## src/rtl/xtrig_pkg.sv

```systemverilog
package xtrig_pkg;
   localparam int MODE_W = 3;

   typedef enum logic [1:0] {
      TK_OFF   = 2'b00,
      TK_RISE  = 2'b01,
      TK_FALL  = 2'b10,
      TK_LEVEL = 2'b11
   } trig_kind_e;
endpackage

```

## src/rtl/xtrig_sync.sv

```systemverilog
module xtrig_sync #(
   parameter int STAGES = 2
) (
   input  logic clk,
   input  logic rst_n,
   input  logic d,
   output logic q
);
   logic [STAGES-1:0] sh_q;

   always_ff @(posedge clk or negedge rst_n) begin
      if (!rst_n) sh_q <= '0;
      else        sh_q <= {sh_q[STAGES-2:0], d};
   end

   assign q = sh_q[STAGES-1];
endmodule

```

## src/rtl/xtrig_filter.sv

```systemverilog
module xtrig_filter #(
   parameter int CNT_W  = 4,
   parameter bit ENABLE = 1'b1
) (
   input  logic             clk,
   input  logic             rst_n,
   input  logic             s_in,
   input  logic [CNT_W-1:0] len,
   output logic             lvl
);
   generate
      if (ENABLE) begin : g_cnt
         logic [CNT_W-1:0] cnt_q;
         logic             lvl_q;

         always_ff @(posedge clk or negedge rst_n) begin
            if (!rst_n) begin
               cnt_q <= '0;
               lvl_q <= 1'b0;
            end else if (s_in == lvl_q) begin
               cnt_q <= '0;
            end else if (cnt_q >= len) begin
               lvl_q <= s_in;
               cnt_q <= '0;
            end else begin
               cnt_q <= cnt_q + 1'b1;
            end
         end

         assign lvl = lvl_q;

         AST_FILT_SETTLED: assert property (@(posedge clk) disable iff (!rst_n)
            (lvl_q != $past(lvl_q)) |-> ($past(s_in) == lvl_q));
         AST_ZERO_LEN: assert property (@(posedge clk) disable iff (!rst_n)
            (len == '0 && s_in != lvl_q) |=> (lvl_q == $past(s_in)));
      end else begin : g_bypass
         logic lvl_q;
         always_ff @(posedge clk or negedge rst_n) begin
            if (!rst_n) lvl_q <= 1'b0;
            else        lvl_q <= s_in;
         end
         assign lvl = lvl_q;
      end
   endgenerate
endmodule

```

## src/rtl/xtrig_detect.sv

```systemverilog
module xtrig_detect
   import xtrig_pkg::*;
(
   input  logic              clk,
   input  logic              rst_n,
   input  logic              lvl,
   input  logic [MODE_W-1:0] mode,
   input  logic              ss_start,
   input  logic              pol,
   output logic              evt
);
   trig_kind_e kind;
   logic       cont;
   logic       active;
   logic       act_q;
   logic       lvl_q;

   assign kind   = trig_kind_e'(mode[1:0]);
   assign cont   = mode[2];
   assign active = (kind != TK_OFF) && (cont || ss_start);

   always_ff @(posedge clk or negedge rst_n) begin
      if (!rst_n) begin
         act_q <= 1'b0;
         lvl_q <= 1'b0;
      end else begin
         act_q <= active;
         lvl_q <= lvl;
      end
   end

   always_comb begin
      case (kind)
         TK_RISE:  evt = active && act_q && lvl && !lvl_q;
         TK_FALL:  evt = active && act_q && !lvl && lvl_q;
         TK_LEVEL: evt = active && (lvl == pol);
         default:  evt = 1'b0;
      endcase
   end

   AST_OFF_QUIET: assert property (@(posedge clk) disable iff (!rst_n)
      (kind == TK_OFF) |-> !evt);
   AST_SS_WAIT: assert property (@(posedge clk) disable iff (!rst_n)
      (!cont && !ss_start) |-> !evt);
   AST_RISE_ONE: assert property (@(posedge clk) disable iff (!rst_n)
      (kind == TK_RISE && evt) |=> !(kind == TK_RISE && evt));
   AST_FALL_ONE: assert property (@(posedge clk) disable iff (!rst_n)
      (kind == TK_FALL && evt) |=> !(kind == TK_FALL && evt));
endmodule

```

## src/rtl/xtrig_cond.sv

```systemverilog
module xtrig_cond
   import xtrig_pkg::*;
#(
   parameter int NUM_TRIG    = 6,
   parameter int CNT_W       = 4,
   parameter int SYNC_STAGES = 2,
   parameter bit FILTER_EN   = 1'b1
) (
   input  logic                       clk,
   input  logic                       rst_n,
   input  logic [NUM_TRIG-1:0]        trig_raw,
   input  logic [CNT_W-1:0]           filt_len,
   input  logic [NUM_TRIG*MODE_W-1:0] q_mode,
   input  logic [NUM_TRIG-1:0]        ss_start,
   input  logic [NUM_TRIG-1:0]        gate_pol,
   output logic [NUM_TRIG-1:0]        filt_lvl,
   output logic [NUM_TRIG-1:0]        trig_evt
);
   localparam int MODE_BITS = NUM_TRIG * MODE_W;

   initial begin
      assert (NUM_TRIG >= 1 && NUM_TRIG <= 32) else $error("NUM_TRIG out of range");
      assert (CNT_W >= 1 && CNT_W <= 16) else $error("CNT_W out of range");
      assert (SYNC_STAGES >= 2 && SYNC_STAGES <= 4) else $error("SYNC_STAGES out of range");
      assert (MODE_BITS == $bits(q_mode)) else $error("mode width mismatch");
   end

   logic [NUM_TRIG-1:0] sync_lvl;

   genvar ch;
   generate
      for (ch = 0; ch < NUM_TRIG; ch++) begin : g_ch
         xtrig_sync #(.STAGES(SYNC_STAGES)) u_sync (
            .clk  (clk),
            .rst_n(rst_n),
            .d    (trig_raw[ch]),
            .q    (sync_lvl[ch])
         );

         xtrig_filter #(.CNT_W(CNT_W), .ENABLE(FILTER_EN)) u_filt (
            .clk  (clk),
            .rst_n(rst_n),
            .s_in (sync_lvl[ch]),
            .len  (filt_len),
            .lvl  (filt_lvl[ch])
         );

         xtrig_detect u_det (
            .clk     (clk),
            .rst_n   (rst_n),
            .lvl     (filt_lvl[ch]),
            .mode    (q_mode[ch*MODE_W +: MODE_W]),
            .ss_start(ss_start[ch]),
            .pol     (gate_pol[ch]),
            .evt     (trig_evt[ch])
         );
      end
   endgenerate
endmodule

```

## config.mk

```make
export PLATFORM = sky130hd
export DESIGN_NAME = xtrig_cond
export DESIGN_NICKNAME = d
export VERILOG_FILES = /design/src/rtl/xtrig_pkg.sv /design/src/rtl/xtrig_sync.sv /design/src/rtl/xtrig_filter.sv /design/src/rtl/xtrig_detect.sv /design/src/rtl/xtrig_cond.sv
export SDC_FILE = /design/constraint.sdc
export NUM_CORES = 1
export LEC_CHECK = 0
export ABC_CLOCK_PERIOD_IN_PS = 2000
export CORE_UTILIZATION = 52
export CTS_BUF_LIST = sky130_fd_sc_hd__clkbuf_8 sky130_fd_sc_hd__clkbuf_16
export DETAILED_ROUTE_END_ITERATION = 8
export MAX_ROUTING_LAYER = met4
export PLACE_DENSITY = 0.79
export SETUP_SLACK_MARGIN = 0.15
export SKIP_LAST_GASP = 1
export SLEW_MARGIN = 10
export SYNTH_ARGS = -nofsm -noshare
export SYNTH_HDL_FRONTEND = slang
export SYNTH_SLANG_ARGS = --single-unit
export TNS_END_PERCENT = 50
```

## constraint.sdc

```tcl
create_clock -name clk -period 2 [get_ports clk]
set_input_delay 0.3 -clock clk [delete_from_list [all_inputs] [get_ports clk]]
set_output_delay 0.3 -clock clk [all_outputs]
set_load 0.05 [all_outputs]
```

Word level (Yosys, flattened, before mapping)
Cells that the tools add are included.
{ "op_classes": {"muxes": 18, "n_bitwise": 6, "add_sub_neg": 6, "eq_ne": 30, "n_lt_le_gt_ge": 6, "n_reduce_logical": 72} }
{ "ops": {"columns": ["operator", "n"], "rows": [
  ["$mux W4", 12],
  ["$logic_and A1 B1 Y1", 42],
  ["$add A4 B1 Y4 const B", 6],
  ["$eq A2 B2 Y1 const B", 12],
  ["$ge A4 B4 Y1", 6],
  ["$pmux W1 S3", 6],
  ["$eq A1 B1 Y1", 12],
  ["$eq A2 B1 Y1 const B", 6],
  ["$logic_not A1 Y1", 12],
  ["$reduce_and A2 Y1", 6],
  ["$reduce_bool A2 Y1", 6],
  ["$logic_or A1 B1 Y1", 6],
  ["$not A1 Y1", 6]
]} }
{ "totals": {"inputBits": 42, "wordCells": 168, "out_inout_bits": 12, "reg_bits": 54} }

Depth between registers and ports, before layout
{ "logic_depth": {"word_depth": 6, "mapped_depth": 6, "ltp_nobuf": 6} }

Modules after synthesis
A second synthesis with hierarchy kept.
{ "unflattened": {"cells_unflattened": 252, "area_unflattened_um2": 2972.9} }
{ "modules_own_cells": {"columns": ["mod", "cells_per_inst", "area_each_um2", "seq_area_each_um2", "n_inst"], "rows": [
  ["xtrig_filter", 30, 329.1, 125.1, 6],
  ["xtrig_detect", 10, 116.4, 50.0, 6],
  ["xtrig_sync", 2, 50.0, 50.0, 6]
]} }

Worst setup path after synthesis
OpenSTA, ideal clock, no wires.
{ "synth_path": {"path_type": "reg2reg", "start": "register g_ch[3].u_filt.g_cnt.cnt_q[0]", "end": "register g_ch[3].u_filt.g_cnt.lvl_q", "synth_period_minus_slack_ns": 1.647, "path_buffers": 0, "setup_ns": 0.125, "t_arrival_ns": 1.522, "stages_incl_launch_ff": 7, "t_required_ns": 1.875, "setup_slack_ns": 0.353, "cell_sequence": "dfrtp_1 -> inv_1 -> ha_1 -> nand2b_4 -> a2111oi_4 -> nor2_2 -> mux2_4"} }
{ "synth_between": {"elab_chain_len": 2} }
{ "synth_rtl": {"columns": ["item", "line", "rtl"], "rows": [
  ["start: declaration", "xtrig_filter.sv:13", "logic [CNT_W-1:0] cnt_q;"],
  ["start signal: assignment", "xtrig_filter.sv:26", "cnt_q <= cnt_q + 1'b1;"],
  ["$ge A4 B4 Y1", "xtrig_filter.sv:22", "end else if (cnt_q >= len) begin"],
  ["$reduce_and A2 Y1 (no line)", null, null],
  ["end signal: assignment", "xtrig_filter.sv:23", "lvl_q <= s_in;"],
  ["end: declaration", "xtrig_filter.sv:14", "logic lvl_q;"]
]} }
No other way between the ends.
A chain may end at the register's enable or synchronous reset.

Final worst setup path
{ "layout_path": {"start": "input filt_len[0]", "end": "register g_ch[4].u_filt.g_cnt.lvl_q"} }
{ "layout_between": {"elab_chain_len": 2} }
{ "layout_rtl": {"columns": ["item", "line", "rtl"], "rows": [
  ["start: declaration", "xtrig_cond.sv:12", "input logic [CNT_W-1:0] filt_len,"],
  ["$ge A4 B4 Y1", "xtrig_filter.sv:22", null],
  ["$reduce_and A2 Y1 (no line)", null, null],
  ["end signal: assignment", "xtrig_filter.sv:23", null],
  ["end: declaration", "xtrig_filter.sv:14", null]
]} }
No other way between the ends.

==> results by group <==
Timing
  – Hold slack final: 52.2 ps
  – Peak Freq: 0.525 GHz
  – Final max-slew violation count: 0
  – RSZ-0062 raised after global routing: yes
  – Max-Slew Margin vs Limit: 51.3%
  – TNS Setup: 0 ps
  – # setup viols final: 0
  – Period utilisation layout: 95.3%
  – Final Hold Violating Endpoints: 0
  – Clock Skew: 3.83 ps
  – Slew @ Worst Pin: 730 ps
  – Tmin final: 1910 ps

GRT
  – Most Crowded Layer GR: met2
  – Largest net degree at the start of global routing: 35
  – Global Route met3 Usage: 4.17%
  – Vias in the first global route: 1942
  – Met2 Usage GRT: 33.2%
  – Met1 Track Usage GR: 21.0%
  – First-pass GRT wire length: 8510 um
  – Initial antenna violation count: 0
  – Tot GR Track Use: 18.5%
  – GRT overflow: 0

Worst setup path
  – Internal reg-to-reg setup slack: 210 ps
  – Crit-path slowest cell: clkdlybuf4s50_1
  – Largest stage delay, worst path: 400 ps
  – CP Cell Sequence: clkdlybuf4s50_1 -> buf_4 -> ha_1 -> nand2b_4 -> a2111oi_4 -> nor2_2 -> mux2_4
  – Buf+Inv Stages, Crit Path: 2
  – Crit Path Category: in2reg
  – Top delay family on crit path: buffers and inverters
  – CP Launch Type: input port
  – Critical Path AT: 2100 ps
  – CP endpoint kind: register
  – Crit-path max FO: 6
  – Crit path required time: 2190 ps

Route
  – Post-route DRC: 0
  – Drt initial violations: 45
  – Post-route ant nets: 0
  – Final WL: 5000 um
  – Vias per std cell: 5.25
  – Pre-antenna DRT Iters: 4
  – Total number of vias: 1960
  – WL/cell: 13.4 um

Floorplan
  – IO Pins: 54
  – Cell Rows: 27
  – Die width: 77.2 um
  – Die H: 77.2 um
  – Core ar.: 5470 sq um
  – Die ar.: 5960 sq um
  – Initial Util: 53.8%

Hold path
  – Worst hold path type: in2async

Yosys
  – Yosys reg bits: 54
  – XOR/XNOR share of the synthesized area: 6.85%
  – Simple-gate share of the synthesized area: 13.2%
  – Cells after synthesis: 244
  – Net Count, Synth: 316
  – Main combinational cell family by area after synthesis: simple AND/OR/NAND/NOR gates
  – Mapped Area: 2940 sq um
  – Syn avg cell area: 12.1 sq um
  – Area leader, netlist: dfrtp_1
  – Post-synthesis mux area share: 3.40%
  – Sequential area share after synthesis: 45.9%
  – Synthesized-area fraction occupied by adder cells: 12.8%
  – Share of the synthesized area in the top cell type: 45.9%
  – Top post-synthesis cells by area: dfrtp_1 46%, ha_1 13%, a2111oi_4 5.6%
  – Warnings, synthesis: 0
  – Netlist cell types: 25
  – Synth Area in Compound Gates: 12.9%

Finish
  – Final std cells w/o fill: 373
  – Multi-input logic area: 1510 sq um
  – Area Overhead vs Synth: 29.7%
  – Register Area: 1360 sq um
  – # diodes: 0
  – Fin util: 69.8%
  – Share of cells above drive strength 1: 22.6%
  – Nets: 372
  – # fillers: 392

Power
  – VDD IR max: 0.574 mV
  – Leakage: 1.79 nW
  – Power per cell area: 1190 nW/um^2

Placement
  – Routability cong.: 0.783
  – DP Cell Count: 360
  – IO Port Bufs: 53
  – HPWL after detailed placement: 3780 um

Clock network
  – Clk sinks: 54
  – CTS tree: yes
  – Clk buf depth: 2
  – Total CTS buffers: 5
  – Hold_buf cts: 0
  – Clock Latency Late Sink: 300 ps
  – Root Buffer: clkbuf_8
  – Clock-pin slew on the worst setup and hold paths: 90 ps
  – H-Tree Depth: 2

Status
  – Status: completed

Job
  – Max-cap violations: 0
registers in the layout (all words and copies together), names as in the netlist:
register / cells
g_ch.u_filt.g_cnt.cnt_q: 24
g_ch.u_sync.sh_q: 12
g_ch.u_det.act_q: 6
g_ch.u_det.lvl_q: 6
g_ch.u_filt.lvl: 6
logic make-up (layout without fill, tap and decap cells):
group	after synthesis	after routing
adders and majority gates	30	30
DFF	54	54
AOI/OAI and AO/OA	36	36
buffers and inverters	27	84
muxes	7	7
xor gates and xnor gates	23	23
and+or+nand+nor	67	67
repair_timing:
| item | CTS | global route |
|---|---|---|
| buffers inserted | 2 | 3 |
| cloned | 0 | 0 |
| setup endpoints to repair | 34 | 27 |
| gates resized for setup | 18 | 27 |
| pin swaps | 5 | 4 |
synth_stat cells:
| cell type | n |
|---|---|
| a21oi_1 | 5 |
| inv_1 | 15 |
| nor3b_1 | 1 |
| nand3b_1 | 1 |
| nor2_2 | 6 |
| a2111oi_4 | 6 |
| nor2b_1 | 5 |
| o22a_1 | 6 |
| mux2_4 | 6 |
| nand3_1 | 6 |
| a21boi_0 | 1 |
| and3_1 | 1 |
| xnor2_1 | 11 |
| o21a_1 | 6 |
| nor2_1 | 35 |
| a32o_1 | 5 |
| dfrtp_1 | 54 |
| ha_1 | 30 |
| xor2_1 | 12 |
| nor4bb_1 | 5 |
| mux2i_1 | 1 |
| nand2b_4 | 6 |
| buf_4 | 12 |
| nand2_1 | 1 |
| o21ai_0 | 7 |
worst register-to-register path, stage by stage (launching register included):
cell and delay [ps]:
dfrtp_1 420, inv_1 60, ha_1 270, nand2b_4 150, a2111oi_4 400, nor2_2 80, mux2_4 300
metrics by stage:
step           instance area, sq um  power, mW  worst slack, ps
3_5_place_dp                   3550       3.56             -199
5_1_grt                        3820       4.82             75.6
2_1_floorplan                  2940       3.10              353
6_report                       3820       4.53             93.5
4_1_cts                        3710       4.45              130
3_3_place_gp                   3550       3.48             -159
final cells by class:
| cell class | instances | area share (%) |
|---|---|---|
| clock buffers | 6 | 2.16 |
| clock inverters | 2 | 1.57 |
| inverters | 15 | 1.47 |
| multi-input cells | 163 | 39.6 |
| flip-flops and latches | 54 | 35.6 |
| well taps | 72 | 2.36 |
| repair buffers | 61 | 17.2 |
placed cells by master (no fill, tap or decap), drive strengths merged:
master / count
buf: 13
ha: 30
o22a: 6
dlygate4sd2: 10
xor2: 12
mux2: 6
nand3b: 1
clkbuf: 8
a21boi: 1
dfrtp: 54
a21oi: 5
a32o: 5
nor2b: 5
nand3: 6
xnor2: 11
clkdlybuf4s50: 30
a2111oi: 6
mux2i: 1
bufinv: 2
nor2: 41
nand2b: 6
o21ai: 7
and3: 1
nor3b: 1
nor4bb: 5
inv: 15
nand2: 1
dlymetal6s2s: 6
o21a: 6
power breakdown:
group          internal (mW)  switching (mW)  total [mW]
sequential              1.37           0.266        1.63
combinational           1.02            1.00        2.02
clock                  0.533           0.337       0.870
path summary, 6_finish.rpt:
kind / to / cells after the start / startpoint
setup reg to reg: g_ch[4].u_filt.lvl / 6 / g_ch[4].u_filt.g_cnt.cnt_q[0]
setup / recovery: g_ch[4].u_filt.lvl / 7 / filt_len[0]
min in group clk: g_ch[4].u_det.act_q / 2 / q_mode[12]
hold / removal: g_ch[3].u_sync.sh_q[0] / 1 / rst_n
max in group asynchronous: g_ch[3].u_filt.g_cnt.cnt_q[0] / 2 / rst_n
hold reg to reg: g_ch[3].u_sync.sh_q[1] / 0 / g_ch[3].u_sync.sh_q[0]
per-layer routing:
metal | share of wire [%] | wire, um
met5 | 0 | 0
met2 | 55 | 2730
met4 | 0.84 | 42
met1 | 42 | 2090
met3 | 2.6 | 132
(Power assumes the default switching activity.)
